$ cat src/rtl/pcs_pkg.sv
package pcs_pkg;

    localparam int ADDR_W = 8;
    localparam int DATA_W = 32;
    localparam int NFLAG  = 6;

    localparam logic [ADDR_W-1:0] OFF_STATUS = 8'h04;
    localparam logic [ADDR_W-1:0] OFF_IDENT  = 8'h08;

    localparam logic [23:0] CLASS_CODE = 24'h060000;
    localparam logic [7:0]  REV_LEVEL  = 8'h03;
    localparam logic [1:0]  DEVSEL_MED = 2'b01;
    localparam int          DEVSEL_LSB = 25;

    // flag indices; their dword bit positions come from flag_pos()
    localparam int F_MDPAR = 0;
    localparam int F_STABT = 1;
    localparam int F_RTABT = 2;
    localparam int F_RMABT = 3;
    localparam int F_SYSER = 4;
    localparam int F_DTPAR = 5;

    typedef logic [NFLAG-1:0] flag_vec_t;

    typedef struct packed {
        logic perr;
        logic is_master;
        logic sig_tabort;
        logic rcv_tabort;
        logic mst_abort;
        logic special_cyc;
        logic serr;
        logic par_det;
    } pcs_evt_t;

    function automatic int flag_pos(input int idx);
        case (idx)
            F_MDPAR: return 24;
            F_STABT: return 27;
            F_RTABT: return 28;
            F_RMABT: return 29;
            F_SYSER: return 30;
            default: return 31;
        endcase
    endfunction

    function automatic logic [DATA_W-1:0] status_word(input flag_vec_t f);
        logic [DATA_W-1:0] w;
        w = '0;
        w[DEVSEL_LSB +: 2] = DEVSEL_MED;
        for (int i = 0; i < NFLAG; i++) begin
            w[flag_pos(i)] = f[i];
        end
        return w;
    endfunction

endpackage

$ cat src/rtl/pcs_set_logic.sv
module pcs_set_logic
    import pcs_pkg::*;
(
    input  pcs_evt_t  evt,
    input  logic      par_resp_en,
    output flag_vec_t set_vec
);
    always_comb begin
        set_vec          = '0;
        set_vec[F_MDPAR] = evt.perr & evt.is_master & par_resp_en;
        set_vec[F_STABT] = evt.sig_tabort;
        set_vec[F_RTABT] = evt.rcv_tabort;
        set_vec[F_RMABT] = evt.mst_abort & ~evt.special_cyc;
        set_vec[F_SYSER] = evt.serr;
        set_vec[F_DTPAR] = evt.par_det;
    end
endmodule

$ cat src/rtl/pcs_flag_bank.sv
module pcs_flag_bank #(
    parameter int N = 6
) (
    input  logic         clk,
    input  logic         rst,
    input  logic [N-1:0] set_vec,
    input  logic [N-1:0] clr_vec,
    output logic [N-1:0] flags_q
);
    for (genvar g = 0; g < N; g++) begin : g_flag
        always_ff @(posedge clk) begin
            if (rst)             flags_q[g] <= 1'b0;
            else if (set_vec[g]) flags_q[g] <= 1'b1;
            else if (clr_vec[g]) flags_q[g] <= 1'b0;
        end
    end
endmodule

$ cat src/rtl/pcs_read_mux.sv
module pcs_read_mux
    import pcs_pkg::*;
(
    input  logic [ADDR_W-1:0] addr,
    input  flag_vec_t         flags,
    output logic [DATA_W-1:0] rdata
);
    always_comb begin
        case (addr)
            OFF_STATUS: rdata = status_word(flags);
            OFF_IDENT:  rdata = {CLASS_CODE, REV_LEVEL};
            default:    rdata = '0;
        endcase
    end
endmodule

$ cat src/rtl/pci_cfg_status.sv
module pci_cfg_status
    import pcs_pkg::*;
(
    input  logic              clk,
    input  logic              rst,
    input  logic [ADDR_W-1:0] cfg_addr,
    input  logic              cfg_wr,
    input  logic [DATA_W-1:0] cfg_wdata,
    output logic [DATA_W-1:0] cfg_rdata,
    input  logic              par_resp_en,
    input  logic              ev_perr,
    input  logic              ev_is_master,
    input  logic              ev_sig_tabort,
    input  logic              ev_rcv_tabort,
    input  logic              ev_mst_abort,
    input  logic              ev_special_cyc,
    input  logic              ev_serr,
    input  logic              ev_par_det
);
    pcs_evt_t  evt;
    flag_vec_t set_vec;
    flag_vec_t clr_vec;
    flag_vec_t flags_q;
    logic      wr_hit;
    logic      wdata_unused;

    assign evt = '{perr:        ev_perr,
                   is_master:   ev_is_master,
                   sig_tabort:  ev_sig_tabort,
                   rcv_tabort:  ev_rcv_tabort,
                   mst_abort:   ev_mst_abort,
                   special_cyc: ev_special_cyc,
                   serr:        ev_serr,
                   par_det:     ev_par_det};

    assign wr_hit       = cfg_wr && (cfg_addr == OFF_STATUS);
    assign wdata_unused = ^{cfg_wdata[26:25], cfg_wdata[23:0]};

    always_comb begin
        for (int i = 0; i < NFLAG; i++) begin
            clr_vec[i] = wr_hit & cfg_wdata[flag_pos(i)];
        end
    end

    pcs_set_logic u_set (
        .evt         (evt),
        .par_resp_en (par_resp_en),
        .set_vec     (set_vec)
    );

    pcs_flag_bank #(.N(NFLAG)) u_bank (
        .clk     (clk),
        .rst     (rst),
        .set_vec (set_vec),
        .clr_vec (clr_vec),
        .flags_q (flags_q)
    );

    pcs_read_mux u_rd (
        .addr  (cfg_addr),
        .flags (flags_q),
        .rdata (cfg_rdata)
    );
endmodule

$ cat config.mk
export PLATFORM = sky130hd
export DESIGN_NAME = pci_cfg_status
export DESIGN_NICKNAME = d
export VERILOG_FILES = /design/src/rtl/pcs_pkg.sv /design/src/rtl/pcs_set_logic.sv /design/src/rtl/pcs_flag_bank.sv /design/src/rtl/pcs_read_mux.sv /design/src/rtl/pci_cfg_status.sv
export SDC_FILE = /design/constraint.sdc
export NUM_CORES = 1
export LEC_CHECK = 0
export BUFFER_PORTS_ARGS = -buffer_cell sky130_fd_sc_hd__buf_2
export CORE_UTILIZATION = 30
export CTS_CLUSTER_DIAMETER = 150
export CTS_CLUSTER_SIZE = 25
export DETAILED_ROUTE_END_ITERATION = 10
export PLACE_DENSITY_LB_ADDON = 0.12
export SLEW_MARGIN = 20
export SYNTH_ARGS = -nofsm -noshare
export SYNTH_HDL_FRONTEND = slang
export SYNTH_SLANG_ARGS = --single-unit
$ cat constraint.sdc
create_clock -name clk -period 9.5 [get_ports clk]
set_clock_uncertainty 0.05 [all_clocks]
set_input_delay 2.85 -clock clk [delete_from_list [all_inputs] [get_ports clk]]
set_output_delay 2.85 -clock clk [all_outputs]
set_load 0.01 [all_outputs]
Yosys cells after proc, flatten, opt, wreduce, memory -nomap -nowiden
Index checks and enable logic that the tools add are counted.

word-level totals
  output and inout port bits = 32
  logic and storage cells = 82
  flip-flop bits (word level) = 6
  bits of input ports = 52

cells by class
  bitwise operators = 13
  reductions and logical operators = 13
  muxes and demuxes = 36
  order comparisons = 12
  equal/unequal tests = 2

operators by type and width
  operator             number
  $ge 32x1->1 const B  6
  $lt 32x7->1 const B  6
  $mux 32              6
  $bwmux 32            5
  $pmux 32 s2          1
  $and 31x31->31       1
  $demux 1 s5          6
  $mux 1               18
  $reduce_bool 2->1    6
  $and 1x1->1          9
  $eq 8x3->1 const B   1
  $eq 8x4->1 const B   1
  $logic_and 1x1->1    7
  $not 1->1            2
  $or 1x1->1           1

Longest topological paths before layout
  word-level depth = 14
  gate-level depth with buffers = 4
  gate-level depth less buffers = 3

Cells and area by module
Synthesis repeated with hierarchy kept, for this count alone.

second synthesis, totals
  cells, all modules = 90
  area, all modules = 749.5 µm²

modules (own cells, without submodules)
  module          times used  sequential area each (µm²)  cells each  area an instance (µm²)
  pcs_read_mux    1           0.0                         45          300.3
  pcs_flag_bank   1           120.1                       24          255.2
  pci_cfg_status  1           0.0                         15          151.4
  pcs_set_logic   1           0.0                         6           42.5

Worst setup path before layout
OpenSTA, ideal clock, no wires.

  path type = input to output
  from = in cfg_addr[7]
  to = out cfg_rdata[1]
  arrival time = 4,195 ps
  cell stages on the path = 4
  setup slack = 2,405 ps
  required time = 6,600 ps
  path buffers = 1
  cell sequence = or4_4 or3_1 nor3b_2 buf_4

between the ends
  word-level cells in the longest chain between the ends = 2
  elaborated cells on any way between the ends = 3
  classes of those cells = eq/ne: 2; mux: 1

ends and longest elaborated chain
  what                                             RTL line             text
  from (decl)                                      pci_cfg_status.sv:6  input logic [ADDR_W-1:0] cfg_addr,
  $eq 8x4->1 / $eq 8x3->1 (equally long branches)  pcs_read_mux.sv:9    case (addr)
  $pmux 32 s2 *                                    pcs_read_mux.sv:9
  to (decl)                                        pci_cfg_status.sv:9  output logic [DATA_W-1:0] cfg_rdata,

Every way passes the cells marked *; elsewhere a longest branch is shown, timed or not.

Final worst setup path
  from = in cfg_addr[7]
  to = out cfg_rdata[26]

The elaborated chain is that of the path after synthesis.

==> results.md <==
Logic synthesis:
- The number of storage elements in the synthesis netlist is 6.
- Yosys mapped the design onto 18 distinct sky130hd cell types.
- By area the synthesized netlist is led by buf_4 (34%), dfxtp_1 (23%), and2_1 (7.2%), a31oi_1 (6.0%), o21bai_1 (5.7%).
- The largest area contributor in the netlist is buf_4.
- After technology mapping, the gate count stands at 64.
- The mapped netlist covers 523 sq um.
- Sequential cells were found to cover 23.0% of the synthesized design area.
- The synthesis warning total is 0.
- The share of Yosys cell area claimed by the top area cell type is 34.4%.
- The mean area per synthesized cell is 8.17 sq um.

Global routing:
- In the global route stage, met2 resource usage came out at 18.2%.
- The global-route track usage on met1 is 12.8%.
- The first global-routing pass estimated 1560 microns of wire.
- The initial antenna violation count is 0.
- Global routing used 6.67% of the available met3 tracks.
- The maximum number of pins on one net before global-route repair is 7.
- The total global-route track usage is 11.4%.
- The via count of the first global-routing pass is 353.
- The final global-route overflow total is 0.
- After global routing, the most crowded layer is met2.

Pwr:
- Power spread over the standard cell area amounts to 103 mW/mm^2.
- The leakage power figure is 0.373 nW.
- The maximum VDD drop is 0.0808 mV.
- Overall power consumption after layout is estimated at 65.7 uW.

Placement:
- The detailed placement HPWL is 867 microns.
- The number of port buffers is 35.
- The placed instances occupy a cell area of 617 sq um.
- The post-placement worst setup slack is 2.38 ns.
- At the end of routability-driven placement, the weighted congestion stood at 0.622.

Setup path:
- The kind of capture point of the worst setup path is a primary output.
- The worst setup slack for register-to-register paths is 8.73 ns.
- STA classifies the critical path startpoint as a primary input.
- Data on the critical path is required at its endpoint by 6.60 ns.
- By startpoint and endpoint, the worst setup path is classified as primary input to primary output.
- At the worst endpoint, the arrival time is 4.21 ns.
- The highest net fanout along the worst path is 3.

Status:
- The checks that failed: DRC.
- The run finished, with violations left.

CTS:
- Post-CTS repair changed the size of 0 cells.
- The total CTS buffers is 3.
- The clock latency on the worst-skew pair is 0.25 ns.
- The quantity of hold-fixing buffers added after cts is 0.
- Buffers added to address setup during post-CTS repair amount to 0.
- CTS built an H-tree with a depth of 1.
- After clock tree synthesis, the clock-pin slew on the worst setup and hold paths is 0.04 ns.
- The clock tree from TritonCTS is yes.
- The number of buffers between clock root and the deepest sink is 2.
- Counting every sink on the clock net gives 6.
- The clock tree root driver cell is clkbuf_4.

Die:
- Once the floorplan was initialized, standard cells occupied 33.5% of the core.
- The die is 43.8 microns tall.
- The overall die area is 0.00191 sq mm.
- Pin placement for this block handled 84 I/O pins.
- The row count is 14.
- The overall die width is 43.8 microns.
- The placeable core region is 0.00156 sq mm.

Timing:
- The fmax is 141 MHz.
- After routing, the total negative slack on setup checks comes to 0 ns.
- The final count of pins violating max slew is 0.
- The count of endpoints failing setup in the final report is 0.
- After layout, the minimum clock period comes to 7.11 ns.
- Setup slack on the critical path of the routed design comes to 2.39 ns.
- The post-route worst hold slack is 0.455 ns.
- The final number of hold-violating endpoints came to 0.
- Setup repair after global routing left no endpoint under its margin.
- The fraction of the cycle the final worst path needs is 74.9%.

Hold path:
- The type of the worst min-delay path is flop to flop.

Routing:
- The post-detailed-routing wire length is 1030 microns.
- The first detailed-routing pass ran for 7 iterations.
- The initial DRC count is 7.
- In the routed design, unresolved DRC markers number 2.
- In this run the remaining antenna-violating nets after routing total 0.
- The routed layout has 477 vias.
- The wire length per cell after detailed routing is 8.91 microns.
- After detailed routing, the number of vias per cell comes to 4.15.

Cells and area:
- The filler cells instantiated in the layout total 168.
- In the final layout, the registers with the most flip-flops are u_bank.flags_q: 6 flops.
- The fraction of layout instances using a drive strength above 1 is 41.4%.
- Summing all flip-flop and latch instances after layout gives 120 sq um.
- The repair_antennas step left the layout with diodes totalling 0.
- The register with the most flip-flops in the layout has 6 of them.
- The finished cells cover 639 sq um.
- The register containing the most flip-flops in the final layout is u_bank.flags_q.
- The area added between synthesis and finish is 22.2%.
- The multi-input logic area is 283 sq um.
- In the final design database the tool counted 153 nets.

Flow run:
- Across the run, the number of max-cap violations was 0.
[power by group]
part / internal, mW / switching [mW]
registers: 0.0270 / 0.000703
logic: 0.00612 / 0.00789
clock network: 0.0143 / 0.00966
[through the flow]
step,cells,utilization (%)
after floorplan,85,-
after global placement,112,39.6
after detailed placement,112,39.6
after CTS,115,41.0
after global routing,115,41.0
final,115,41.0
[layer usage]
layer | part of all wire [%] | routed length [microns]
met1 | 38 | 386
met2 | 50 | 514
met3 | 12 | 124
met4 | 0 | 0
met5 | 0 | 0
[cell families after synthesis]
kind of cell              share of synthesized area (%)
buffers and inverters                              38.0
and+or+nand+nor                                    21.5
AOI/OAI and AO/OA                                  15.1
DFF                                                23.0
xor gates and xnor gates                           1.67
other                                             0.717
[Yosys cell counts]
library cell,count
o21bai_1,4
or4_4,1
nor2_1,2
and2_1,6
buf_4,24
a311oi_1,2
nand2b_1,1
conb_1,1
nor2b_1,1
or3_1,1
inv_1,5
nor3_2,1
a31oi_1,5
dfxtp_1,6
nand3_1,1
nor3b_2,1
or4b_1,1
xnor2_1,1
[path summary, 6_finish.rpt]
check	start	end	cells after the start
worst max register to register	u_bank.flags_q[0]	u_bank.flags_q[0]	2
worst min register to register	u_bank.flags_q[5]	u_bank.flags_q[5]	2
worst min-delay path	u_bank.flags_q[5]	u_bank.flags_q[5]	2
worst max-delay path	cfg_addr[7]	cfg_rdata[26]	5
[worst max-delay path, cell delays in order]
cell and delay, ns:
buf_2 0.10, or4_4 0.54, or3_1 0.35, nor3b_2 0.20, buf_2 0.16
[placed cells by master (no fill, tap or decap)]
cell type / count
buf_2: 35
conb_1: 22
and2_1: 6
dfxtp_1: 6
inv_1: 5
a31oi_1: 5
o21bai_1: 4
clkbuf_4: 3
nor2_1: 2
a311oi_1: 2
or4_4: 1
or3_1: 1
xnor2_1: 1
nor3b_2: 1
or4b_1: 1
nand2b_1: 1
nor3_2: 1
nor2b_1: 1
nand3_1: 1
[area by class of cell]
class / instances / share of cell area [%]
Multi-Input combinational cell: 50 / 44.2
Tap cell: 16 / 3.13
Sequential cell: 6 / 18.8
Timing Repair Buffer: 35 / 27.4
Inverter: 5 / 2.94
Clock buffer: 3 / 3.52
No activity file was read; power rests on OpenSTA's default activity.
